### src/rtl/irqc_pkg.sv
package irqc_pkg;
  localparam int NUM_EXT    = 2;
  localparam int NUM_TMR    = 2;
  localparam int NUM_SRC    = NUM_EXT + NUM_TMR + 1;
  localparam int SRC_SERIAL = NUM_SRC - 1;
  localparam int VEC_BASE   = 3;
  localparam int VEC_STRIDE = 8;
  localparam int GATE_BIT   = 7;
  localparam logic SEL_ENABLE = 1'b0;
  localparam logic SEL_TRIG   = 1'b1;

  // Source slot of external input n and timer n (interleaved order).
  function automatic int ext_slot(input int n);
    return 2 * n;
  endfunction

  function automatic int tmr_slot(input int n);
    return 2 * n + 1;
  endfunction
endpackage

### src/rtl/irqc_ext_input.sv
module irqc_ext_input (
  input  logic clk,
  input  logic rst_n,
  input  logic pin_n,
  input  logic edge_mode,
  input  logic clr,
  output logic req
);
  logic pin_q;
  logic edge_flag;
  logic fall_seen;

  assign fall_seen = pin_q && !pin_n;

  always_ff @(posedge clk or negedge rst_n) begin
    if (!rst_n) begin
      pin_q     <= 1'b1;
      edge_flag <= 1'b0;
    end else begin
      pin_q <= pin_n;
      if (!edge_mode)     edge_flag <= 1'b0;
      else if (fall_seen) edge_flag <= 1'b1;
      else if (clr)       edge_flag <= 1'b0;
    end
  end

  assign req = edge_mode ? edge_flag : !pin_n;

  AST_EDGE_HELD: assert property (@(posedge clk) disable iff (!rst_n)
    (edge_mode && edge_flag && !clr) |=> (edge_flag || !edge_mode));
  AST_EDGE_CLEARED: assert property (@(posedge clk) disable iff (!rst_n)
    (edge_mode && clr && !fall_seen) |=> !edge_flag);
  AST_LEVEL_NO_LATCH: assert property (@(posedge clk) disable iff (!rst_n)
    !edge_mode |=> (!edge_flag || edge_mode));
endmodule

### src/rtl/irqc_prio_arb.sv
module irqc_prio_arb #(
  parameter int N     = 5,
  parameter int VEC_W = 16
) (
  input  logic             clk,
  input  logic             rst_n,
  input  logic [N-1:0]     qual,
  output logic             any,
  output logic [N-1:0]     grant,
  output logic [VEC_W-1:0] vec
);
  import irqc_pkg::*;
  localparam int IDX_W = $clog2(N);

  function automatic logic [IDX_W-1:0] first_set(input logic [N-1:0] v);
    logic [IDX_W-1:0] r;
    r = '0;
    for (int i = N - 1; i >= 0; i--) if (v[i]) r = IDX_W'(i);
    return r;
  endfunction

  function automatic logic [VEC_W-1:0] vector_of(input logic [IDX_W-1:0] idx);
    return VEC_W'(int'(idx) * VEC_STRIDE + VEC_BASE);
  endfunction

  logic [IDX_W-1:0] win_idx;
  assign win_idx = first_set(qual);
  assign any     = |qual;
  assign vec     = vector_of(win_idx);

  for (genvar g = 0; g < N; g++) begin : g_grant
    assign grant[g] = any && (win_idx == IDX_W'(g));
  end

  AST_ONE_WINNER: assert property (@(posedge clk) disable iff (!rst_n)
    any |-> $countones(grant) == 1);
  AST_GRANT_IS_QUALIFIED: assert property (@(posedge clk) disable iff (!rst_n)
    (grant & ~qual) == '0);
  AST_VEC_SLOT: assert property (@(posedge clk) disable iff (!rst_n)
    any |-> (vec[2:0] == 3'd3 && vec < VEC_W'(N * VEC_STRIDE)));
endmodule

### src/rtl/irq_vector_ctrl.sv
module irq_vector_ctrl #(
  parameter int VEC_W = 16
) (
  input  logic             clk,
  input  logic             rst_n,
  input  logic             reg_wr,
  input  logic             reg_sel,
  input  logic [7:0]       reg_wdata,
  output logic [7:0]       reg_rdata,
  input  logic [1:0]       ext_n,
  input  logic [1:0]       tmr_ovf,
  input  logic             ser_rx_flag,
  input  logic             ser_tx_flag,
  output logic             irq_req,
  output logic [VEC_W-1:0] irq_vec,
  input  logic             irq_ack,
  input  logic             svc_done
);
  import irqc_pkg::*;

  logic [NUM_SRC-1:0] en_src;
  logic               en_all;
  logic [NUM_EXT-1:0] trig_edge;
  logic [NUM_EXT-1:0] ext_req;
  logic [NUM_SRC-1:0] pending;
  logic [NUM_SRC-1:0] qualified;
  logic [NUM_SRC-1:0] grant;
  logic               any_qual;
  logic               in_service;
  logic               ack_take;

  // Register port
  always_ff @(posedge clk or negedge rst_n) begin
    if (!rst_n) begin
      en_src    <= '0;
      en_all    <= 1'b0;
      trig_edge <= '0;
    end else if (reg_wr) begin
      if (reg_sel == SEL_ENABLE) begin
        en_all <= reg_wdata[GATE_BIT];
        en_src <= reg_wdata[NUM_SRC-1:0];
      end else begin
        trig_edge <= reg_wdata[NUM_EXT-1:0];
      end
    end
  end

  always_comb begin
    reg_rdata = '0;
    if (reg_sel == SEL_ENABLE) begin
      reg_rdata[GATE_BIT]     = en_all;
      reg_rdata[NUM_SRC-1:0]  = en_src;
    end else begin
      reg_rdata[NUM_EXT-1:0]  = trig_edge;
    end
  end

  // Source collection
  for (genvar g = 0; g < NUM_EXT; g++) begin : g_ext
    irqc_ext_input u_ext (
      .clk       (clk),
      .rst_n     (rst_n),
      .pin_n     (ext_n[g]),
      .edge_mode (trig_edge[g]),
      .clr       (ack_take && grant[ext_slot(g)]),
      .req       (ext_req[g])
    );
    assign pending[ext_slot(g)] = ext_req[g];
  end

  for (genvar t = 0; t < NUM_TMR; t++) begin : g_tmr
    assign pending[tmr_slot(t)] = tmr_ovf[t];
  end

  assign pending[SRC_SERIAL] = ser_rx_flag || ser_tx_flag;

  assign qualified = pending & en_src & {NUM_SRC{en_all}};

  irqc_prio_arb #(.N(NUM_SRC), .VEC_W(VEC_W)) u_arb (
    .clk   (clk),
    .rst_n (rst_n),
    .qual  (qualified),
    .any   (any_qual),
    .grant (grant),
    .vec   (irq_vec)
  );

  // Service state
  assign irq_req  = any_qual && !in_service;
  assign ack_take = irq_ack && irq_req;

  always_ff @(posedge clk or negedge rst_n) begin
    if (!rst_n)         in_service <= 1'b0;
    else if (ack_take)  in_service <= 1'b1;
    else if (svc_done)  in_service <= 1'b0;
  end

  AST_GATE_CLOSED: assert property (@(posedge clk) disable iff (!rst_n)
    !en_all |-> !irq_req);
  AST_SILENT_IN_SERVICE: assert property (@(posedge clk) disable iff (!rst_n)
    ack_take |=> !irq_req);
  AST_HOLD_UNTIL_DONE: assert property (@(posedge clk) disable iff (!rst_n)
    (in_service && !svc_done) |=> !irq_req);
  AST_RSVD_ZERO: assert property (@(posedge clk) disable iff (!rst_n)
    (reg_sel == SEL_ENABLE) |-> reg_rdata[6:5] == 2'b00);
  AST_SERIAL_MERGE: assert property (@(posedge clk) disable iff (!rst_n)
    (ser_rx_flag && en_all && en_src[SRC_SERIAL] && !in_service) |-> irq_req);
endmodule

### config.mk
export PLATFORM = sky130hd
export DESIGN_NAME = irq_vector_ctrl
export DESIGN_NICKNAME = d
export VERILOG_FILES = /design/src/rtl/irqc_pkg.sv /design/src/rtl/irqc_ext_input.sv /design/src/rtl/irqc_prio_arb.sv /design/src/rtl/irq_vector_ctrl.sv
export SDC_FILE = /design/constraint.sdc
export NUM_CORES = 1
export LEC_CHECK = 0
export BUFFER_PORTS_ARGS = -buffer_cell sky130_fd_sc_hd__buf_2
export CAP_MARGIN = 20
export CORE_UTILIZATION = 42
export DETAILED_ROUTE_END_ITERATION = 8
export HOLD_SLACK_MARGIN = 0.12
export PLACE_DENSITY = 0.77
export SETUP_SLACK_MARGIN = 0.05
export SLEW_MARGIN = 20
export SYNTH_ARGS = -nofsm -noshare
export SYNTH_HDL_FRONTEND = slang
export SYNTH_SLANG_ARGS = --single-unit
### constraint.sdc
create_clock -name clk -period 1.78 [get_ports clk]
set_clock_uncertainty 0.1 [all_clocks]
set_input_delay 0.356 -clock clk [delete_from_list [all_inputs] [get_ports clk]]
set_output_delay 0.356 -clock clk [all_outputs]
set_load 0.005 [all_outputs]
# --- Yosys cells after proc, flatten, opt, wreduce, memory -nomap -nowiden ---
# Index checks and enable logic that the tools add are counted.
word_totals:
  ff_bits: 13
  input_bits: 20
  out_inout_bits: 25
op_classes:
  add_sub_neg: 1
  eq_ne: 3
  muxes: 18
  bitwise: 3
  n_reduce_logical: 17
ops:
  columns: ["op", "count"]
  rows:
  - ["$mux W3", 6]
  - ["$mux W1", 11]
  - ["$and A5 B5 Y5", 2]
  - ["$logic_and A1 B1 Y1", 8]
  - ["$add A6 B2 Y7 const B", 1]
  - ["$ne A3 B1 Y1 const B", 2]
  - ["$reduce_or A5 Y1", 1]
  - ["$reduce_and A2 Y1", 2]
  - ["$eq A3 B2 Y1 const B", 1]
  - ["$logic_not A1 Y1", 3]
  - ["$logic_not A3 Y1", 1]
  - ["$mux W2", 1]
  - ["$reduce_bool A2 Y1", 1]
  - ["$logic_or A1 B1 Y1", 1]
  - ["$not A1 Y1", 1]

# --- Logic depth before layout (Yosys ltp) ---
# Gate-level depths: netlist (run 1).
depth:
  ltp_word: 15
  depth_mapped: 4
  ltp_nobuf: 4

# --- Modules after synthesis ---
# Synthesis (run 1) repeated with hierarchy kept, for this count alone.
unflattened:
  cells_unflattened: 81
  hier_area_um2: 870.8
modules_own_cells:
  columns: ["mod", "instances", "cells_per_inst", "area_per_inst_um2"]
  rows:
  - ["irq_vector_ctrl", 1, 39, 504.2]
  - ["irqc_prio_arb", 1, 28, 183.9]
  - ["irqc_ext_input", 2, 7, 91.3]

# --- Least setup slack after synthesis (run 1) ---
# OpenSTA, ideal clock, no wires.
synth_path:
  path_type: "register to output"
  startpoint: "register trig_edge[1]"
  endpoint: "output irq_req"
  t_arrival_ns: 1.154
  t_required_ns: 1.324
  path_slack_ns: 0.170
  stages_incl_launch_ff: 5
  path_buffers: 0
  path_cell_list: "dfrtp_1 and2_1 o211ai_1 and4b_4 nor2_1"
synth_between:
  elab_chain_len: 5
synth_rtl:
  columns: ["item", "line_no", "text"]
  rows:
  - ["start: declaration", "irq_vector_ctrl.sv:23", "logic [NUM_EXT-1:0] trig_edge;"]
  - ["start signal: assignment", "irq_vector_ctrl.sv:43", "trig_edge <= reg_wdata[NUM_EXT-1:0];"]
  - ["$mux W1", "irqc_ext_input.sv:27", "assign req = edge_mode ? edge_flag : !pin_n;"]
  - ["$and A5 B5 Y5 (2 in a row)", "irq_vector_ctrl.sv:77", "assign qualified = pending & en_src & {NUM_SRC{en_all}};"]
  - ["$reduce_or A5 Y1", "irqc_prio_arb.sv:28", "assign any = |qual;"]
  - ["$logic_and A1 B1 Y1", "irq_vector_ctrl.sv:89", "assign irq_req = any_qual && !in_service;"]
  - ["end: declaration", "irq_vector_ctrl.sv:14", "output logic irq_req,"]
# No other way between the ends.

# --- Final worst setup path (run 1) ---
# Same ends and word-level chain as after synthesis.

==> flow_metrics.tcl, run 1 <==
set metrics [dict create \
    yosysTopAreaCellShare_pct 35.2 \
    drtPass1Iterations 3 \
    grt_pass1_wl_um 2330 \
    detail_route.wl_per_cell_um 10.6 \
    vias 606 \
    io_buffers 27 \
    maxSlewViolCount 0 \
    final_core_util_pct 57.3 \
    placed_cell_area_um2 911 \
    worstRegToRegCells 5 \
    core_mm2 0.00173 \
    syn_area_um2 782 \
    setup_viol 4 \
    hold_path_depth 2 \
    initial_utilization_pct 45.3 \
    finalHoldViolations 0 \
    syn-instance-count 74 \
    violations "negative setup slack" \
    holdPathEnd "in_service" \
    synth.largest_area_cell "dfrtp_1" \
    via_per_inst 4.49 \
    holdCritStartpoint "svc_done" \
    cts_tree "built" \
    n_antenna_cell 0 \
    yosysSeqAreaShare_pct 41.9 \
    grt_util_all_layers_pct 15.8 \
    reg2reg_to "g_ext[0].u_ext.edge_flag" \
    fin_area_um2 990 \
    r2r-start "trig_edge[1]" \
    worstSetupPathType "flip-flop to output pin" \
    wl_um 1430 \
    layout.nets 131 \
    hpwl_um 1120 \
    regArea_um2 329 \
    ioPinCount 45 \
    die_x_um 45.2 \
    crit_path_max_fanout 5 \
    post-route-period-util_pct 117 \
    rrSetupSlack_ps 130 \
    maxCapViolations 0 \
    setup_slack_ps -304 \
    row_count 15 \
    die_area_mm2 0.00204 \
    ys_seq_elements 13 \
    p_per_area_mw_per_mm2 814 \
    cts_buffers 3 \
    cts.sinks 13 \
    cts-root-buf "clkbuf_4" \
    clock_latency_ps 270 \
    cts_max_level 1 \
    clk_pin_slew_worst_paths_ps 80 \
    fin_crit_ps 2080 \
    drt_iter0_drc 2 \
    grt_overflow_total 0 \
    layout-drive-gt1-share_pct 50.9 \
    multiInputGateArea_um2 397 \
    grt_max_degree 14 \
    antenna_found_initial 0 \
    cts_buffer_depth 2 \
    drc_errors 0 \
    ys_types 25 \
    worst_setup_path_end_kind "output pin" \
    die_h_um 45.2 \
    arrival_ps 1630 \
    required_ps 1320 \
    vdd_drop_max_mv 0.486 \
    outcome "finished, violations left" \
    synthToLayoutAreaGrowth_pct 26.6 \
    holdCritPathClass "primary input to flip-flop" \
    avgSynthCellArea_um2 10.6 \
    ant_nets 0 \
    grt_pass1_vias 549 \
    yosysWarnings 0 \
    hold_ws_ps 162 \
    num-fill-cells 174 \
    p_leak_nw 0.490 \
    globalplace.congestion 0.728 \
    clock.fmax_mhz 480 \
    rsz0062_at_grt "yes" \
    setup.worst_path.start_class "flip-flop" \
    synthTopCellsByArea "dfrtp_1 (35%), buf_4 (14%), mux2_2 (14%)" \
]
## Yosys cell counts, drive strengths merged
library cell	count
a21oi	2
and2	1
and2b	1
and4b	1
buf	15
clkbuf	1
conb	2
dfrtp	11
dfstp	2
inv	1
mux2	10
nand2	5
nand2b	1
nand3	2
nand3b	1
nor2	2
nor2b	7
nor3	2
o211ai	2
o221a	1
o22ai	1
o31ai	2
or3	1
## critical path, stage by stage, from the launching register on
cell	delay [ps]
dfrtp_1	390
and2_4	140
o211ai_1	370
and4b_4	310
nor2_2	30
buf_2	120
## placed cells by master, fill, tap and decap left out, drive strengths merged
master | Yosys | final
and2b | 1 | 1
nor2b | 7 | 7
dlygate4sd3 | 0 | 3
nand3b | 1 | 1
o211ai | 2 | 2
nand2b | 1 | 1
a21oi | 2 | 2
buf | 15 | 32
clkbuf | 1 | 4
dfstp | 2 | 2
nand2 | 5 | 5
dfrtp | 11 | 11
nor2 | 2 | 2
o31ai | 2 | 2
or3 | 1 | 1
inv | 1 | 1
and4b | 1 | 1
o221a | 1 | 1
and2 | 1 | 1
o22ai | 1 | 1
nor3 | 2 | 2
mux2 | 10 | 10
conb | 2 | 15
nand3 | 2 | 2
## metrics by stage
stage | TNS (ps) | cells | worst slack (ps) | total power [W]
after floorplan | 0 | 87 | 170 | 0.000533
final | -981 | 135 | -304 | 0.000806
after global placement | 0 | 127 | 42.4 | 0.000608
after CTS | -885 | 135 | -277 | 0.000809
after detailed placement | 0 | 127 | 8.97 | 0.000617
after global routing | -1180 | 135 | -341 | 0.000860
## area by class of cell
type / count / area share [%]
flip-flops and latches: 13 / 33.2
multi-input cells: 57 / 40.1
inverters: 1 / 0.379
clock buffers: 4 / 2.65
repair buffers: 35 / 20.5
well taps: 25 / 3.16
## where the power goes
group	total [W]	switching (W)	internal [W]
logic	0.000257	0.000112	0.000145
registers	0.000373	0.0000328	0.000340
clock network	0.000176	0.0000892	0.0000867
## sequential cells by signal, indices dropped and copies added (netlist names)
name and count:
trig_edge 2, g_ext.u_ext.edge_flag 2, en_src 5, en_all 1
g_ext.u_ext.pin_q 2, in_service 1
## logic make-up (layout without fill, tap and decap cells)
logic type | after synthesis | in the layout | share of synthesized area, %
AND/OR/NAND/NOR | 24 | 24 | 18.2
buffers and inverters | 17 | 40 | 15.4
other | 2 | 15 | 0.960
AO/OA/AOI/OAI | 8 | 8 | 9.12
multiplexers | 10 | 10 | 14.4
flip-flops | 13 | 13 | 41.9
## metal layers
layer | global-route usage [%] | share of wire (%) | wire length, µm | up-vias
met5 | 0 | 0 | 0 | -
li1 | - | - | - | 294
met2 | 26.7 | 49 | 706 | 27
met1 | 19.7 | 44 | 627 | 283
met3 | 2.40 | 5.8 | 83 | 2
met4 | 7.27 | 0.63 | 9 | 0
## worst max path at each step
| stage | slack, ps | from | endpoint |
|---|---|---|---|
| detailed placement | 9 | ext_n[0] | irq_req |
| global route | -340 | trig_edge[1] | irq_req |
| finish | -300 | trig_edge[1] | irq_req |
| floorplan | 170 | trig_edge[1] | irq_req |
| global placement | 40 | trig_edge[1] | irq_req |
| CTS | -280 | trig_edge[1] | irq_req |
## timing repair
| item | in CTS | in global routing |
|---|---|---|
| hold endpoints to repair | 13 | 0 |
| hold buffers | 3 | 0 |
| pin swaps | 4 | 1 |
| endpoints found under the setup margin | 4 | 5 |
| setup buffers | 1 | 0 |
| gates resized for setup | 1 | 4 |
(Power assumes the default switching activity.)
==> run 2, diff against run 1 <==
--- a/config.mk
+++ b/config.mk
@@ -5,12 +5,12 @@
 export SDC_FILE = /design/constraint.sdc
 export NUM_CORES = 1
 export LEC_CHECK = 0
-export BUFFER_PORTS_ARGS = -buffer_cell sky130_fd_sc_hd__buf_2
+export BUFFER_PORTS_ARGS = -buffer_cell sky130_fd_sc_hd__buf_4
 export CAP_MARGIN = 20
-export CORE_UTILIZATION = 42
+export CORE_UTILIZATION = 36
 export DETAILED_ROUTE_END_ITERATION = 8
 export HOLD_SLACK_MARGIN = 0.12
-export PLACE_DENSITY = 0.77
+export PLACE_DENSITY = 0.68
 export SETUP_SLACK_MARGIN = 0.05
 export SLEW_MARGIN = 20
 export SYNTH_ARGS = -nofsm -noshare
==> flow_metrics.tcl, run 2 (same netlist as run 1, synthesis figures left out) <==
set metrics [dict create \
    outcome "finished, violations left" \
    violations "negative setup slack" \
    setup.worst_path.start_class "flip-flop" \
    grt_overflow_total 0 \
    clock.fmax_mhz 483 \
    preCtsSetupSlack_ps 5.62 \
    finalHoldViolations 0 \
    slew_headroom_pct 63.6 \
    dp.cells 129 \
    max_flop_register "en_src" \
    die_x_um 48.6 \
    layout-drive-gt1-share_pct 49.5 \
    layout.nets 132 \
    io_buffers 27 \
    die_area_mm2 0.00236 \
    maxCapViolations 0 \
    worst_pin_slew_ps 545 \
    fin_area_mm2 0.00107 \
    clk_pin_slew_worst_paths_ps 70 \
    crit_slowest_cell "dfrtp_1" \
    worst_setup_path_end_kind "output pin" \
    globalplace.congestion 0.703 \
    maxSlewViolCount 0 \
    p_leak_nw 0.516 \
    grt_pass1_wl_um 2460 \
    antenna_found_initial 0 \
    ioPinCount 45 \
    arrival_ps 1610 \
    grt_util_all_layers_pct 13.6 \
    core_mm2 0.00200 \
    cp_cell_sequence "and2_4 -> o211ai_1 -> and4b_4 -> nor2_1 -> buf_4" \
    final_common_cell "buf_4" \
    grt_pass1_vias 582 \
    setup_viol 4 \
    fin_crit_ps 2070 \
    die_h_um 48.6 \
    post-route-period-util_pct 116 \
    placed_cell_area_um2 981 \
    cts.sinks 13 \
    n_antenna_cell 0 \
    initial_utilization_pct 39.1 \
    num-fill-cells 195 \
    slowest_delay_ps 370 \
    cts_tree "built" \
    vdd_drop_max_mv 0.513 \
    row_count 16 \
    required_ps 1320 \
    ant_nets 0 \
    drc_errors 0 \
    cts_buffer_depth 2 \
    hpwl_um 1160 \
    drt_iter0_drc 0 \
    multiInputGateArea_um2 394 \
    final_cells 138 \
    crit_path_max_fanout 5 \
    via_per_inst 4.41 \
    cp_num_buf_inv 1 \
    cts_max_level 1 \
    worstSetupPathType "flip-flop to output pin" \
    cts-root-buf "clkbuf_4" \
    holdCritPathClass "primary input to flip-flop" \
    synthToLayoutAreaGrowth_pct 36.5 \
    setup_slack_ps -289 \
    clock_latency_ps 260 \
    crit_family "simple AND/OR/NAND/NOR gates" \
    layout_common_cells "buf_4 (32), conb_1 (15), dfrtp_1 (11), mux2_2 (10), nor2b_1 (7)" \
    cts_buffers 3 \
    grt_max_degree 14 \
    drtPass1Iterations 1 \
    vias 609 \
    regArea_um2 328 \
    p_per_area_mw_per_mm2 788 \
    rsz0062_at_grt "yes" \
    largest_reg_flops 5 \
    wl_um 1470 \
    detail_route.wl_per_cell_um 10.7 \
]
[run 2: changes by cell type in the layout (fill, tap and decap cells not counted)]
| cell | before | now |
|---|---|---|
| buf_2 | 27 | 0 |
| buf_4 | 5 | 32 |
| buf_6 | 0 | 1 |
| dfrtp_1 | 10 | 11 |
| dfrtp_2 | 1 | 0 |
| nor2_1 | 1 | 2 |
| nor2_2 | 1 | 0 |
[run 2: area by class of cell]
class,instances,share of cell area [%]
multi-input cells,57,36.9
repair buffers,36,26.4
inverters,1,0.352
flip-flops and latches,13,30.7
well taps,27,3.17
clock buffers,4,2.46
[run 2: final timing paths]
path	start	to	slack, ps	depth (start not counted)
worst max-delay path	g_ext[1].u_ext.edge_flag	irq_req	-290	5
worst min-delay path	svc_done	in_service	170	2
worst max register to register	g_ext[1].u_ext.edge_flag	g_ext[0].u_ext.edge_flag	170	5
worst min register to register	g_ext[1].u_ext.pin_q	g_ext[1].u_ext.edge_flag	430	2
max in group asynchronous	rst_n	g_ext[1].u_ext.pin_q	980	2
min in group asynchronous	rst_n	trig_edge[0]	360	2
[run 2: timing repair]
item / in CTS / in global routing
endpoints found under the setup margin: 4 / 4
gates resized for setup: 4 / 0
hold buffers: 3 / 0
buffers inserted: 1 / 1
hold endpoints to repair: 15 / 0
pin swaps: 3 / 4
[run 2: power by group]
group          switching, W  leakage (nW)  total (W)  internal (W)
registers         0.0000284         0.154   0.000368      0.000339
clock network     0.0000861        0.0150   0.000173     0.0000865
logic              0.000118         0.347   0.000301      0.000183
[run 2: through the flow]
stage | hold WS [ps] | setup TNS (ps) | total power [W] | utilization (%)
finish | 173 | -852 | 0.000841 | 53.3
global route | 165 | -1130 | 0.000896 | 53.3
CTS | 157 | -901 | 0.000853 | 52.9
detailed placement | 110 | 0 | 0.000651 | 49.0
global placement | 110 | 0 | 0.000644 | 49.0
floorplan | -39.6 | 0 | 0.000533 | -
[run 2: per-layer routing]
metal | global-route usage (%) | vias to the layer above | part of all wire [%]
met5 | 0 | - | 0
met4 | 5.88 | 0 | 0.41
met3 | 3.14 | 2 | 7.8
met2 | 22.7 | 33 | 47
met1 | 16.6 | 278 | 45
li1 | - | 296 | -
==> run 3, diff against run 2 <==
--- a/config.mk
+++ b/config.mk
@@ -8,6 +8,7 @@
 export BUFFER_PORTS_ARGS = -buffer_cell sky130_fd_sc_hd__buf_4
 export CAP_MARGIN = 20
 export CORE_UTILIZATION = 36
+export CTS_BUF_LIST = sky130_fd_sc_hd__clkbuf_4 sky130_fd_sc_hd__clkbuf_8
 export DETAILED_ROUTE_END_ITERATION = 8
 export HOLD_SLACK_MARGIN = 0.12
 export PLACE_DENSITY = 0.68
==> flow_metrics.tcl, run 3 (same netlist as run 1, synthesis figures left out) <==
set metrics [dict create \
    outcome "finished, violations left" \
    violations "negative setup slack" \
    cp_cell_sequence "and2_4 -> o211ai_1 -> and4b_4 -> nor2_1 -> buf_4" \
    worstSetupPathType "flip-flop to output pin" \
    vias 608 \
    cts.sinks 13 \
    cts-root-buf "clkbuf_4" \
    clock.fmax_mhz 483 \
    crit_path_max_fanout 5 \
    n_antenna_cell 0 \
    drt_iter0_drc 0 \
    setup_slack_ps -291 \
    rsz0062_at_grt "yes" \
    maxCapViolations 0 \
    worst_setup_path_end_kind "output pin" \
    ant_nets 0 \
    multiInputGateArea_um2 394 \
    io_buffers 27 \
    p_leak_nw 0.520 \
    ioPinCount 45 \
    final_core_util_pct 53.5 \
    row_count 16 \
    synthToLayoutAreaGrowth_pct 37.0 \
    cts_max_level 1 \
    holdCritPathClass "primary input to flip-flop" \
    vdd_drop_max_mv 0.581 \
    required_ps 1320 \
    slowest_delay_ps 370 \
    num-fill-cells 195 \
    detail_route.wl_per_cell_um 10.6 \
    final_common_cell "buf_4" \
    cts_tree "built" \
    via_per_inst 4.41 \
    crit_family "simple AND/OR/NAND/NOR gates" \
    hpwl_um 1160 \
    regArea_um2 328 \
    fin_crit_ps 2070 \
    setup.worst_path.start_class "flip-flop" \
    drc_errors 0 \
    crit_slowest_cell "dfrtp_1" \
    clock_latency_ps 260 \
    hold_ws_ps 171 \
    maxSlewViolCount 0 \
    drtPass1Iterations 1 \
    largest_reg_flops 5 \
    grt_overflow_total 0 \
    worst_pin_slew_ps 545 \
    p_per_area_mw_per_mm2 800 \
    cts_buffers 3 \
    grt_pass1_wl_um 2480 \
    initial_utilization_pct 39.1 \
    grt_pass1_vias 578 \
    cts_buffer_depth 2 \
    core_mm2 0.00200 \
    finalHoldViolations 0 \
    grt_max_degree 14 \
    max_flop_register "en_src" \
    clk_pin_slew_worst_paths_ps 80 \
    layout-drive-gt1-share_pct 50.5 \
    grt_util_all_layers_pct 13.7 \
    die_area_mm2 0.00236 \
    setup_viol 4 \
    cp_num_buf_inv 1 \
    wl_um 1460 \
    slew_headroom_pct 63.6 \
    antenna_found_initial 0 \
    post-route-period-util_pct 116 \
    globalplace.congestion 0.703 \
    rrSetupSlack_ps 170 \
    layout_common_cells "buf_4 (32), conb_1 (15), dfrtp_1 (11), mux2_2 (10), nor2b_1 (7)" \
    die_h_um 48.6 \
    layout.nets 132 \
    arrival_ps 1620 \
    die_x_um 48.6 \
]
-- run 3: cell types whose count changed in the layout (fill, tap and decap cells not counted) --
cell / change
clkbuf_4: +1
clkbuf_1: -1
-- run 3: metal layers --
layer | up-vias | part of all wire, % | global-route usage, %
met5 | - | 0 | 0
met4 | 0 | 0.41 | 5.88
li1 | 296 | - | -
met2 | 33 | 46 | 22.5
met1 | 277 | 46 | 17.0
met3 | 2 | 7.8 | 3.14
-- run 3: final timing paths --
kind / start / endpoint / cells past startpoint
worst max-delay path: g_ext[1].u_ext.edge_flag / irq_req / 5
worst min-delay path: svc_done / in_service / 2
worst max register to register: g_ext[1].u_ext.edge_flag / g_ext[0].u_ext.edge_flag / 5
worst min register to register: g_ext[1].u_ext.pin_q / g_ext[1].u_ext.edge_flag / 2
max in group asynchronous: rst_n / g_ext[1].u_ext.pin_q / 2
min in group asynchronous: rst_n / trig_edge[0] / 2
-- run 3: per-stage QoR --
step | area, µm² | setup WS [ps] | std cells | TNS, ps | total power, W
2_1_floorplan | 831 | 170 | 87 | 0 | 0.000533
3_5_place_dp | 981 | 5.62 | 129 | 0 | 0.000651
3_3_place_gp | 981 | 25.2 | 129 | 0 | 0.000644
5_1_grt | 1070 | -362 | 138 | -1170 | 0.000917
6_report | 1070 | -291 | 138 | -862 | 0.000857
4_1_cts | 1060 | -296 | 137 | -910 | 0.000870
-- run 3: layout make-up --
type	count	share of cell area (%)
Clock buffer	4	2.80
Timing Repair Buffer	36	26.3
Inverter	1	0.350
Multi-Input combinational cell	57	36.8
Sequential cell	13	30.6
Tap cell	27	3.15
-- run 3: power by group --
part           leakage, nW  internal, W  total, W  switching [W]
clock network       0.0184     0.000102  0.000189      0.0000876
registers            0.154     0.000339  0.000367      0.0000283
logic                0.347     0.000183  0.000301       0.000118
total                0.520     0.000624  0.000857       0.000234
-- run 3: timing repair --
item	4_1_cts	5_1_grt
pin swaps	3	4
gates resized for setup	4	0
hold buffers	3	0
setup endpoints to repair	4	4
setup buffers	1	1
endpoints found under the hold margin	15	0
